$ cat src/rtl/rg_pkg.sv
package rg_pkg;
  localparam int ADDR_W    = 32;
  localparam int NREG      = 8;
  localparam int IDX_W     = $clog2(NREG);
  localparam int SIZE_W    = 6;
  localparam int MIN_SIZE  = 5;
  localparam int SUB_SIZE  = 9;

  typedef struct packed {
    logic       x;
    logic [1:0] lvl;
  } perm_t;

  typedef enum logic [1:0] {K_READ = 2'd0, K_WRITE = 2'd1, K_FETCH = 2'd2, K_OTHER = 2'd3} kind_e;

  function automatic logic [SIZE_W-1:0] clamp_size(input logic [SIZE_W-1:0] s);
    if (s < SIZE_W'(MIN_SIZE)) return SIZE_W'(MIN_SIZE);
    if (s > SIZE_W'(ADDR_W))   return SIZE_W'(ADDR_W);
    return s;
  endfunction

  function automatic logic [ADDR_W-1:0] upper_mask(input logic [SIZE_W-1:0] s);
    logic [ADDR_W:0] m;
    m = {(ADDR_W+1){1'b1}} << s;
    return m[ADDR_W-1:0];
  endfunction

  function automatic logic [2:0] slice_of(input logic [ADDR_W-1:0] a, input logic [SIZE_W-1:0] s);
    logic [ADDR_W-1:0] t;
    t = a >> (s - SIZE_W'(3));
    return t[2:0];
  endfunction

  function automatic logic rights_ok(input perm_t p, input logic [1:0] kind);
    case (kind)
      K_WRITE: return p.lvl >= 2'd2;
      K_FETCH: return p.x;
      default: return p.lvl != 2'd0;
    endcase
  endfunction
endpackage

$ cat src/rtl/rg_region.sv
module rg_region
  import rg_pkg::*;
(
  input  logic              clk,
  input  logic              rst_n,
  input  logic              wr_base,
  input  logic              wr_attr,
  input  logic [ADDR_W-1:0] wdata,
  input  logic [ADDR_W-1:0] addr,
  output logic              hit,
  output perm_t             priv_perm,
  output perm_t             user_perm
);
  logic [ADDR_W-1:0] base_q;
  logic [7:0]        mask_q;
  logic [SIZE_W-1:0] size_q;
  logic              en_q;
  perm_t             pp_q, up_q;

  always_ff @(posedge clk or negedge rst_n) begin
    if (!rst_n) begin
      base_q <= '0;
      mask_q <= '0;
      size_q <= '0;
      en_q   <= 1'b0;
      pp_q   <= '0;
      up_q   <= '0;
    end else begin
      if (wr_base) base_q <= wdata;
      if (wr_attr) begin
        mask_q <= wdata[7:0];
        size_q <= wdata[13:8];
        en_q   <= wdata[14];
        pp_q   <= perm_t'(wdata[17:15]);
        up_q   <= perm_t'(wdata[20:18]);
      end
    end
  end

  logic [SIZE_W-1:0] eff_size;
  logic              in_window;
  logic              slice_off;

  always_comb begin
    eff_size  = clamp_size(size_q);
    in_window = ((addr ^ base_q) & upper_mask(eff_size)) == '0;
    slice_off = (eff_size >= SIZE_W'(SUB_SIZE)) && mask_q[slice_of(addr, eff_size)];
    hit       = en_q && in_window && !slice_off;
  end

  assign priv_perm = pp_q;
  assign user_perm = up_q;

  a_r11_off_region_silent: assert property (@(posedge clk) disable iff (!rst_n)
    !en_q |-> !hit);
  a_r8_window_size_legal: assert property (@(posedge clk) disable iff (!rst_n)
    (eff_size >= SIZE_W'(MIN_SIZE)) && (eff_size <= SIZE_W'(ADDR_W)));
endmodule

$ cat src/rtl/rg_pick.sv
module rg_pick
  import rg_pkg::*;
(
  input  logic             clk,
  input  logic             rst_n,
  input  logic [NREG-1:0]  hits,
  output logic             any,
  output logic [IDX_W-1:0] idx
);
  always_comb begin
    any = 1'b0;
    idx = '0;
    for (int i = 0; i < NREG; i++) begin
      if (hits[i]) begin
        any = 1'b1;
        idx = IDX_W'(i);
      end
    end
  end

  a_r4_pick_is_hit: assert property (@(posedge clk) disable iff (!rst_n)
    any |-> hits[idx]);
  a_r4_nothing_above: assert property (@(posedge clk) disable iff (!rst_n)
    any |-> ((hits >> idx) == NREG'(1)));
  a_r5_none_means_empty: assert property (@(posedge clk) disable iff (!rst_n)
    !any |-> (hits == '0));
endmodule

$ cat src/rtl/rg_guard.sv
module rg_guard
  import rg_pkg::*;
(
  input  logic        clk,
  input  logic        rst_n,
  input  logic        cfg_we,
  input  logic [1:0]  cfg_sel,
  input  logic [2:0]  cfg_region,
  input  logic [31:0] cfg_wdata,
  input  logic        req_valid,
  input  logic [31:0] req_addr,
  input  logic [1:0]  req_kind,
  input  logic        req_priv,
  output logic        rsp_valid,
  output logic        rsp_allow,
  output logic        rsp_fault,
  output logic        rsp_hit,
  output logic [2:0]  rsp_region,
  output logic        rsp_bg
);
  logic             glob_en;
  logic [NREG-1:0]  hits;
  perm_t            pp [NREG];
  perm_t            up [NREG];
  logic             any_hit;
  logic [IDX_W-1:0] win_idx;

  always_ff @(posedge clk or negedge rst_n) begin
    if (!rst_n)                         glob_en <= 1'b0;
    else if (cfg_we && cfg_sel == 2'd2) glob_en <= cfg_wdata[0];
  end

  for (genvar g = 0; g < NREG; g++) begin : g_reg
    logic sel_me;
    assign sel_me = cfg_we && (cfg_region == IDX_W'(g));
    rg_region u_region (
      .clk       (clk),
      .rst_n     (rst_n),
      .wr_base   (sel_me && cfg_sel == 2'd0),
      .wr_attr   (sel_me && cfg_sel == 2'd1),
      .wdata     (cfg_wdata),
      .addr      (req_addr),
      .hit       (hits[g]),
      .priv_perm (pp[g]),
      .user_perm (up[g])
    );
  end

  rg_pick u_pick (
    .clk   (clk),
    .rst_n (rst_n),
    .hits  (hits),
    .any   (any_hit),
    .idx   (win_idx)
  );

  perm_t win_perm;
  logic  verdict, dec_hit, dec_bg;

  always_comb begin
    win_perm = req_priv ? pp[win_idx] : up[win_idx];
    dec_hit  = glob_en && any_hit;
    dec_bg   = glob_en && !any_hit;
    if (!glob_en)     verdict = 1'b1;
    else if (any_hit) verdict = rights_ok(win_perm, req_kind);
    else              verdict = req_priv;
  end

  always_ff @(posedge clk or negedge rst_n) begin
    if (!rst_n) begin
      rsp_valid  <= 1'b0;
      rsp_allow  <= 1'b0;
      rsp_fault  <= 1'b0;
      rsp_hit    <= 1'b0;
      rsp_region <= '0;
      rsp_bg     <= 1'b0;
    end else begin
      rsp_valid  <= req_valid;
      rsp_allow  <= req_valid && verdict;
      rsp_fault  <= req_valid && !verdict;
      rsp_hit    <= req_valid && dec_hit;
      rsp_region <= (req_valid && dec_hit) ? win_idx : '0;
      rsp_bg     <= req_valid && dec_bg;
    end
  end

  a_r2_valid_one_late: assert property (@(posedge clk) disable iff (!rst_n)
    req_valid |=> rsp_valid);
  a_r2_idle_quiet: assert property (@(posedge clk) disable iff (!rst_n)
    !rsp_valid |-> !(rsp_allow || rsp_fault || rsp_hit || rsp_bg));
  a_r12_one_verdict: assert property (@(posedge clk) disable iff (!rst_n)
    rsp_valid |-> (rsp_allow ^ rsp_fault));
  a_r3_off_allows: assert property (@(posedge clk) disable iff (!rst_n)
    (req_valid && !glob_en) |=> (rsp_allow && !rsp_hit && !rsp_bg));
  a_r5_bg_user_faults: assert property (@(posedge clk) disable iff (!rst_n)
    (req_valid && glob_en && !any_hit && !req_priv) |=> (rsp_fault && rsp_bg));
  a_r5_bg_priv_allowed: assert property (@(posedge clk) disable iff (!rst_n)
    (req_valid && glob_en && !any_hit && req_priv) |=> (rsp_allow && rsp_bg));
endmodule

$ cat config.mk
export PLATFORM = sky130hd
export DESIGN_NAME = rg_guard
export DESIGN_NICKNAME = d
export VERILOG_FILES = /design/src/rtl/rg_pkg.sv /design/src/rtl/rg_region.sv /design/src/rtl/rg_pick.sv /design/src/rtl/rg_guard.sv
export SDC_FILE = /design/constraint.sdc
export NUM_CORES = 1
export LEC_CHECK = 0
export ABC_AREA = 0
export BUFFER_PORTS_ARGS = -buffer_cell sky130_fd_sc_hd__buf_4
export CAP_MARGIN = 10
export CORE_UTILIZATION = 30
export CTS_CLUSTER_SIZE = 10
export DETAILED_ROUTE_END_ITERATION = 10
export PLACE_DENSITY = 0.48
export REMOVE_ABC_BUFFERS = 1
export SYNTH_ARGS = -nofsm -noshare
export SYNTH_HDL_FRONTEND = slang
export SYNTH_SLANG_ARGS = --single-unit
$ cat constraint.sdc
create_clock -name clk -period 6.9 [get_ports clk]
set_clock_uncertainty 0.2 [all_clocks]
set_input_delay 0.345 -clock clk [delete_from_list [all_inputs] [get_ports clk]]
set_output_delay 0.345 -clock clk [all_outputs]
set_load 0.03 [all_outputs]
==> impl_metrics.json, run 1 <==
{
  "run_status": "complete, but fails checks",
  "violations": "design-rule violations",
  "vias_per_cell": 5.99,
  "arrival_ns": 6.77,
  "cts.sinks": 432,
  "min_path_type": "in2reg",
  "clk_pin_slew_ns": 0.06,
  "dr.pass1.iters": 9,
  "hold_slack_ns": 0.0198,
  "synth_edf_count": 0,
  "place.detailed.hpwl_mm": 80.7,
  "grt_pass1_wl_mm": 194,
  "drc_errors": 2,
  "first_global_vias": 26400,
  "endpoint_kind": "register",
  "gp_congestion": 0.883,
  "peakVddDrop_uv": 197,
  "final_cell_mix": "mux2_2 (446), dfrtp_1 (431), buf_4 (215)",
  "antenna_found_initial": 19,
  "p_leak_uw": 0.0152,
  "netlist_instances": 3192,
  "die-area_um2": 107000,
  "hold_viol": 0,
  "regArea_um2": 10800,
  "cts_buffers": 55,
  "grt-ovfl-total": 0,
  "clock_path_buffers": 3,
  "critPathKind": "reg2reg",
  "cp_max_fo": 15,
  "num_rows": 119,
  "start_util": 0.302,
  "io_buffers": 83,
  "fp.dieW_um": 327,
  "r2r_setup_slack_ns": 0.48,
  "rsz0062_at_grt": "no",
  "finalSetupViolCount": 0,
  "h-tree-depth": 2,
  "pin_count": 84,
  "first_iter_violations": 2927,
  "crit_required_ns": 7.25,
  "async_flop_share": 1.00,
  "fmax_ghz": 0.156,
  "finalNetCount": 3310,
  "timing.final.ws_setup_ns": 0.482,
  "max_slew_margin": 0.243,
  "dp_slack_ns": 0.380,
  "drive_gt1_frac": 0.267,
  "post-route-period-util": 0.930,
  "wl_per_cell_um": 29.1,
  "track_usage": 0.247,
  "areaGrowthSynthToFinish_pct": 12.9,
  "synth_seq_cells": 432,
  "seq_area_frac_synth": 0.340,
  "vias": 27600,
  "syn-cell-area_um2": 31800,
  "die_h_um": 327,
  "final_common_cell": "mux2_2",
  "grt_start_max_net_pins": 130,
  "drv_cap": 0,
  "cts_tree": "yes",
  "fin_setup_tns_ns": 0,
  "synth_area_per_cell_um2": 9.96,
  "ys.warnings.count": 0,
  "drt_wl_total_mm": 134,
  "coreArea_um2": 105000,
  "tightest_slew_ns": 1.13,
  "root_buffer": "clkbuf_16",
  "drv_slew": 0,
  "ant_nets": 0,
  "ys.flop_type": "dfrtp_1",
  "n_fill_cell": 10800,
  "fin_crit_ns": 6.42,
  "start_kind": "register",
  "power.density_nw_per_um2": 335,
  "multi_input_area_um2": 19500,
  "clk_latency_ns": 0.63,
  "synthDistinctLibCells": 102
}
## layout make-up
cell class | instances | share of cell area
multi-input combinational | 2378 | 0.544
sequential | 432 | 0.301
timing repair buffer | 233 | 0.0515
tap | 1391 | 0.0485
clock buffer | 75 | 0.0430
inverter | 89 | 0.00931
clock inverter | 9 | 0.00216
antenna | 7 | 0.000488
## logic make-up (layout without fill, tap and decap cells)
logic type,after synthesis,count (layout),share of synthesized area
simple gates,681,681,0.107
other cells,0,7,0
fa+ha+maj,47,47,0.0183
mux,684,684,0.259
flops,432,432,0.340
xor+xnor,257,257,0.0708
buf+inv,382,406,0.0478
compound gates,709,709,0.156
## where the power goes
part           internal, uW  switching, uW  total, uW
Sequential             3040            370       3410
Clock                  1570           1150       2720
Combinational          2550           3350       5900
## routing by layer
layer | up-vias | routed length (um) | track usage
li1 | 11800 | - | -
met1 | 14100 | 60400 | 0.359
met2 | 1407 | 57100 | 0.361
met3 | 283 | 11700 | 0.0444
met4 | 0 | 4970 | 0.0904
met5 | - | 0 | 0
## final timing paths
path                                             start                              to  cells after the start
min reg2reg                g_reg[0].u_region.mask_q[3]     g_reg[0].u_region.mask_q[3]                      1
max                        g_reg[1].u_region.size_q[1]                       rsp_fault                     24
max in group asynchronous                        rst_n    g_reg[7].u_region.base_q[14]                      3
min in group asynchronous                        rst_n  g_reg[6].u_region.priv_perm[0]                      2
min                                      cfg_wdata[15]  g_reg[3].u_region.priv_perm[0]                      3
max reg2reg                g_reg[1].u_region.size_q[1]                       rsp_fault                     24
## synthesized netlist by cell type (8+ instances only)
| library cell | count | area [um^2] |
|---|---|---|
| nor2b_1 | 48 | 300 |
| o22ai_1 | 31 | 194 |
| o311a_1 | 8 | 80.1 |
| mux2i_1 | 171 | 1710 |
| a31oi_1 | 41 | 257 |
| buf_2 | 22 | 110 |
| a22oi_1 | 20 | 150 |
| a21boi_0 | 11 | 82.6 |
| o221ai_1 | 11 | 96.3 |
| o41ai_1 | 9 | 78.8 |
| o31ai_1 | 10 | 75.1 |
| and2_1 | 12 | 75.1 |
| and3_1 | 18 | 113 |
| a221oi_1 | 16 | 140 |
| xor2_1 | 140 | 1230 |
| o311ai_0 | 17 | 149 |
| ha_1 | 45 | 563 |
| nand2b_1 | 39 | 244 |
| mux2_2 | 446 | 5020 |
| buf_1 | 74 | 278 |
| nor2_1 | 158 | 593 |
| o211ai_1 | 26 | 195 |
| dfrtp_1 | 432 | 10800 |
| a32oi_1 | 9 | 78.8 |
| xnor2_1 | 117 | 1020 |
| a2111oi_0 | 24 | 210 |
| o2111ai_1 | 16 | 140 |
| nor3_1 | 60 | 300 |
| mux4_2 | 65 | 1460 |
| a21oi_1 | 126 | 631 |
| o21ai_0 | 154 | 771 |
| buf_4 | 10 | 75.1 |
| nand3_1 | 49 | 245 |
| or3_1 | 17 | 106 |
| nand4_1 | 30 | 188 |
| nor4_1 | 26 | 163 |
| a211o_1 | 16 | 140 |
| clkbuf_1 | 184 | 691 |
| nand3b_1 | 8 | 60.1 |
| nand2_1 | 168 | 631 |
| nor3b_1 | 10 | 75.1 |
| inv_1 | 78 | 293 |
| a211oi_1 | 53 | 398 |
## state kept, by name, indices dropped and copies added (netlist names)
| signal | count |
|---|---|
| g.u_region.base_q | 255 |
| g.u_region.mask_q | 64 |
| g.u_region.size_q | 48 |
| g.u_region.priv_perm | 24 |
| g.u_region.user_perm | 24 |
| g.u_region.en_q | 8 |
| rsp_region | 3 |
| glob_en | 1 |
| rsp_allow | 1 |
| rsp_bg | 1 |
| rsp_fault | 1 |
| rsp_hit | 1 |
| rsp_valid | 1 |
## critical path, stage by stage (launching register included)
cell and delay (ns):
dfrtp_1 0.37, a211o_1 0.41, a21oi_2 0.22, ha_2 0.29, inv_1 0.08, ha_1 0.40, buf_4 0.24, nor2b_2 0.21
a22o_1 0.20, a21oi_1 0.14, nand4_1 0.17, a32oi_4 0.39, mux2i_1 0.24, mux2i_1 0.09, a221oi_1 0.29, buf_4 0.24
o21ai_0 0.14, o211a_1 0.29, buf_4 0.17, nor2_4 0.18, mux4_2 0.53, a211oi_1 0.25, nor2_1 0.07, o41ai_2 0.32
and3_1 0.20
## timing repair
item	4_1_cts	5_1_grt
endpoints found under the setup margin	0	2
resized for setup	0	12
endpoints found under the hold margin	133	0
hold buffers	12	0
setup buffers	0	5
## per-stage QoR
step	instance area, um^2	std cells	util	power [uW]
floorplan	30600	2899	-	7340
global placement	34000	4506	0.324	9160
detailed placement	34000	4506	0.324	9170
CTS	35800	4602	0.340	11900
global route	35900	4607	0.341	12700
finish	35900	4614	0.341	12000
No activity file was read; power rests on OpenSTA's default activity.
==> run 2, diff against run 1 <==
--- a/config.mk
+++ b/config.mk
@@ -11,7 +11,7 @@
 export CORE_UTILIZATION = 30
 export CTS_CLUSTER_SIZE = 10
 export DETAILED_ROUTE_END_ITERATION = 10
-export PLACE_DENSITY = 0.48
+export PLACE_DENSITY = 0.44
 export REMOVE_ABC_BUFFERS = 1
 export SYNTH_ARGS = -nofsm -noshare
 export SYNTH_HDL_FRONTEND = slang
==> run 2 against run 1 <==
Sequential power hardly changed. Final area is 0.50% higher. Worst hold slack gained 0.0045 ns. Critical path depth is the same. Flip-flop and latch count is the same. Clock-buffer cell count grew 2. Worst setup slack lost 0.089 ns. Die area did not move. The flow now finishes without violations. Highest routed layer unchanged. Non-clock buffer count up 9. Power is 1.0% higher. Utilization rose by 0.17 points. Maximum frequency down 1.4%.
==> impl_metrics.json, run 2 (synthesis gave the netlist of run 1 again) <==
{
  "arrival_ns": 6.78,
  "endpoint_kind": "register",
  "critPathKind": "reg2reg",
  "fp.dieW_um": 327,
  "grt-ovfl-total": 0,
  "crit_path_cell_trace": "a211oi_4, nor2_1, nor2_1, ha_1, inv_1, ha_2, buf_12, or4b_2, nand3_1, nor4_1, nor4_1, nor3_2, mux4_2, mux2i_1, buf_4, o221a_2, buf_4, nand2b_1, or2_1, nand3b_1, o32ai_1, nor4_1, o41ai_2, a21boi_0",
  "ant_nets": 0,
  "dr.pass1.iters": 6,
  "io_buffers": 83,
  "dpl_cell_area_um2": 34100,
  "wl_per_cell_um": 29.6,
  "first_global_vias": 26400,
  "cp_max_fo": 14,
  "final_common_cell": "mux2_2",
  "slowest_delay_ns": 0.58,
  "root_buffer": "clkbuf_16",
  "clk_pin_slew_ns": 0.06,
  "reg_top3": "g.u_region.base_q (255), g.u_region.mask_q (64), g.u_region.size_q (48)",
  "power_uw": 12100,
  "cts_tree": "yes",
  "fmax_ghz": 0.154,
  "grt_start_max_net_pins": 151,
  "first_iter_violations": 3042,
  "areaGrowthSynthToFinish_pct": 13.5,
  "vias": 27300,
  "dp_slack_ns": -0.391,
  "pin_count": 84,
  "finalSetupViolCount": 0,
  "die-area_um2": 107000,
  "fin_crit_ns": 6.51,
  "grt_pass1_wl_mm": 196,
  "crit_required_ns": 7.18,
  "crit_path_frequent_cell": "nor4_1",
  "drc_errors": 0,
  "track_usage": 0.250,
  "peakVddDrop_uv": 198,
  "largest_reg_flops": 255,
  "post-route-period-util": 0.943,
  "start_util": 0.302,
  "fin_area_um2": 36100,
  "run_status": "finished clean",
  "fin_setup_tns_ns": 0,
  "antenna_found_initial": 25,
  "cts.sinks": 432,
  "power.density_nw_per_um2": 337,
  "min_path_type": "in2reg",
  "coreArea_um2": 105000,
  "final_cells": 4629,
  "drt_wl_total_mm": 137,
  "finalNetCount": 3318,
  "timing.final.ws_setup_ns": 0.393,
  "dp_cells": 4516,
  "place.detailed.hpwl_mm": 83.9,
  "p_leak_uw": 0.0153,
  "cts_buffers": 54,
  "drv_slew": 0,
  "drv_cap": 0,
  "regMostFlops": "g.u_region.base_q",
  "gp_congestion": 0.880,
  "die_h_um": 327,
  "cp_slowest_cell": "or4b_2",
  "critPathTopFamily": "simple AND/OR/NAND/NOR gates",
  "drive_gt1_frac": 0.269,
  "vias_per_cell": 5.90,
  "h-tree-depth": 2,
  "max_slew_margin": 0.216,
  "start_kind": "register",
  "clock_path_buffers": 3,
  "final_cell_mix": "mux2_2 (446), dfrtp_1 (432), buf_4 (222)",
  "worst-path-buf-inv": 4,
  "hold_viol": 0,
  "tightest_slew_ns": 1.17,
  "clk_latency_ns": 0.63,
  "num_rows": 119
}
run 2: cell count changes in the layout (fill, tap and decap cells not counted), moves of 3 or more:
cell | previous run | this run
clkbuf_1 | 11 | 17
buf_4 | 215 | 222
bufinv_16 | 1 | 4
clkbuf_8 | 9 | 5
ha_1 | 43 | 40
run 2: worst paths after layout:
path | start | end | slack [ns] | cells after the start
setup / recovery | g_reg[7].u_region.size_q[1] | rsp_allow | 0.39 | 24
hold / removal | cfg_wdata[15] | g_reg[3].u_region.priv_perm[0] | 0.02 | 3
setup reg to reg | g_reg[7].u_region.size_q[1] | rsp_allow | 0.39 | 24
hold reg to reg | g_reg[5].u_region.en_q | g_reg[5].u_region.en_q | 0.30 | 1
max in group asynchronous | rst_n | g_reg[1].u_region.base_q[11] | 4.97 | 3
min in group asynchronous | rst_n | g_reg[2].u_region.base_q[7] | 0.11 | 2
run 2: per-stage QoR:
| stage | hold slack [ns] | util |
|---|---|---|
| 2_1_floorplan | -0.151 | - |
| 3_3_place_gp | 0.212 | 0.325 |
| 3_5_place_dp | 0.214 | 0.325 |
| 4_1_cts | 0.000710 | 0.342 |
| 5_1_grt | 0.0123 | 0.343 |
| 6_report | 0.0243 | 0.343 |
run 2: layout make-up:
cell class / count / area, um^2
Antenna cell: 9 / 22.5
Tap cell: 1391 / 1740
Inverter: 89 / 334
Timing Repair Buffer: 242 / 1920
Clock inverter: 11 / 174
Fill cell: 10900 / 69100
Clock buffer: 77 / 1510
Sequential cell: 432 / 10800
Multi-Input combinational cell: 2378 / 19600
run 2: timing repair:
action | CTS | global route
hold buffers | 14 | 0
endpoints found under the setup margin | 2 | 2
pin swaps | 0 | 3
gates resized for setup | 2 | 15
setup buffers | 0 | 2
endpoints found under the hold margin | 131 | 0
run 2: layer usage:
metal  global-route usage  vias up  routed length [um]
met2                0.383     1282               60700
met1                0.367    13900               62300
met5                    0        -                   0
li1                     -    11900                   -
met4               0.0676        0                3570
met3               0.0337      228               10300
run 2: tightest hold or removal path, stage by stage:
cell     delay (ns)
buf_4          0.25
nand2_1        0.10
o21ai_0        0.07
run 2: power breakdown:
| group | internal, uW | switching (uW) |
|---|---|---|
| Sequential | 3040 | 367 |
| Clock | 1650 | 1150 |
| Combinational | 2570 | 3380 |
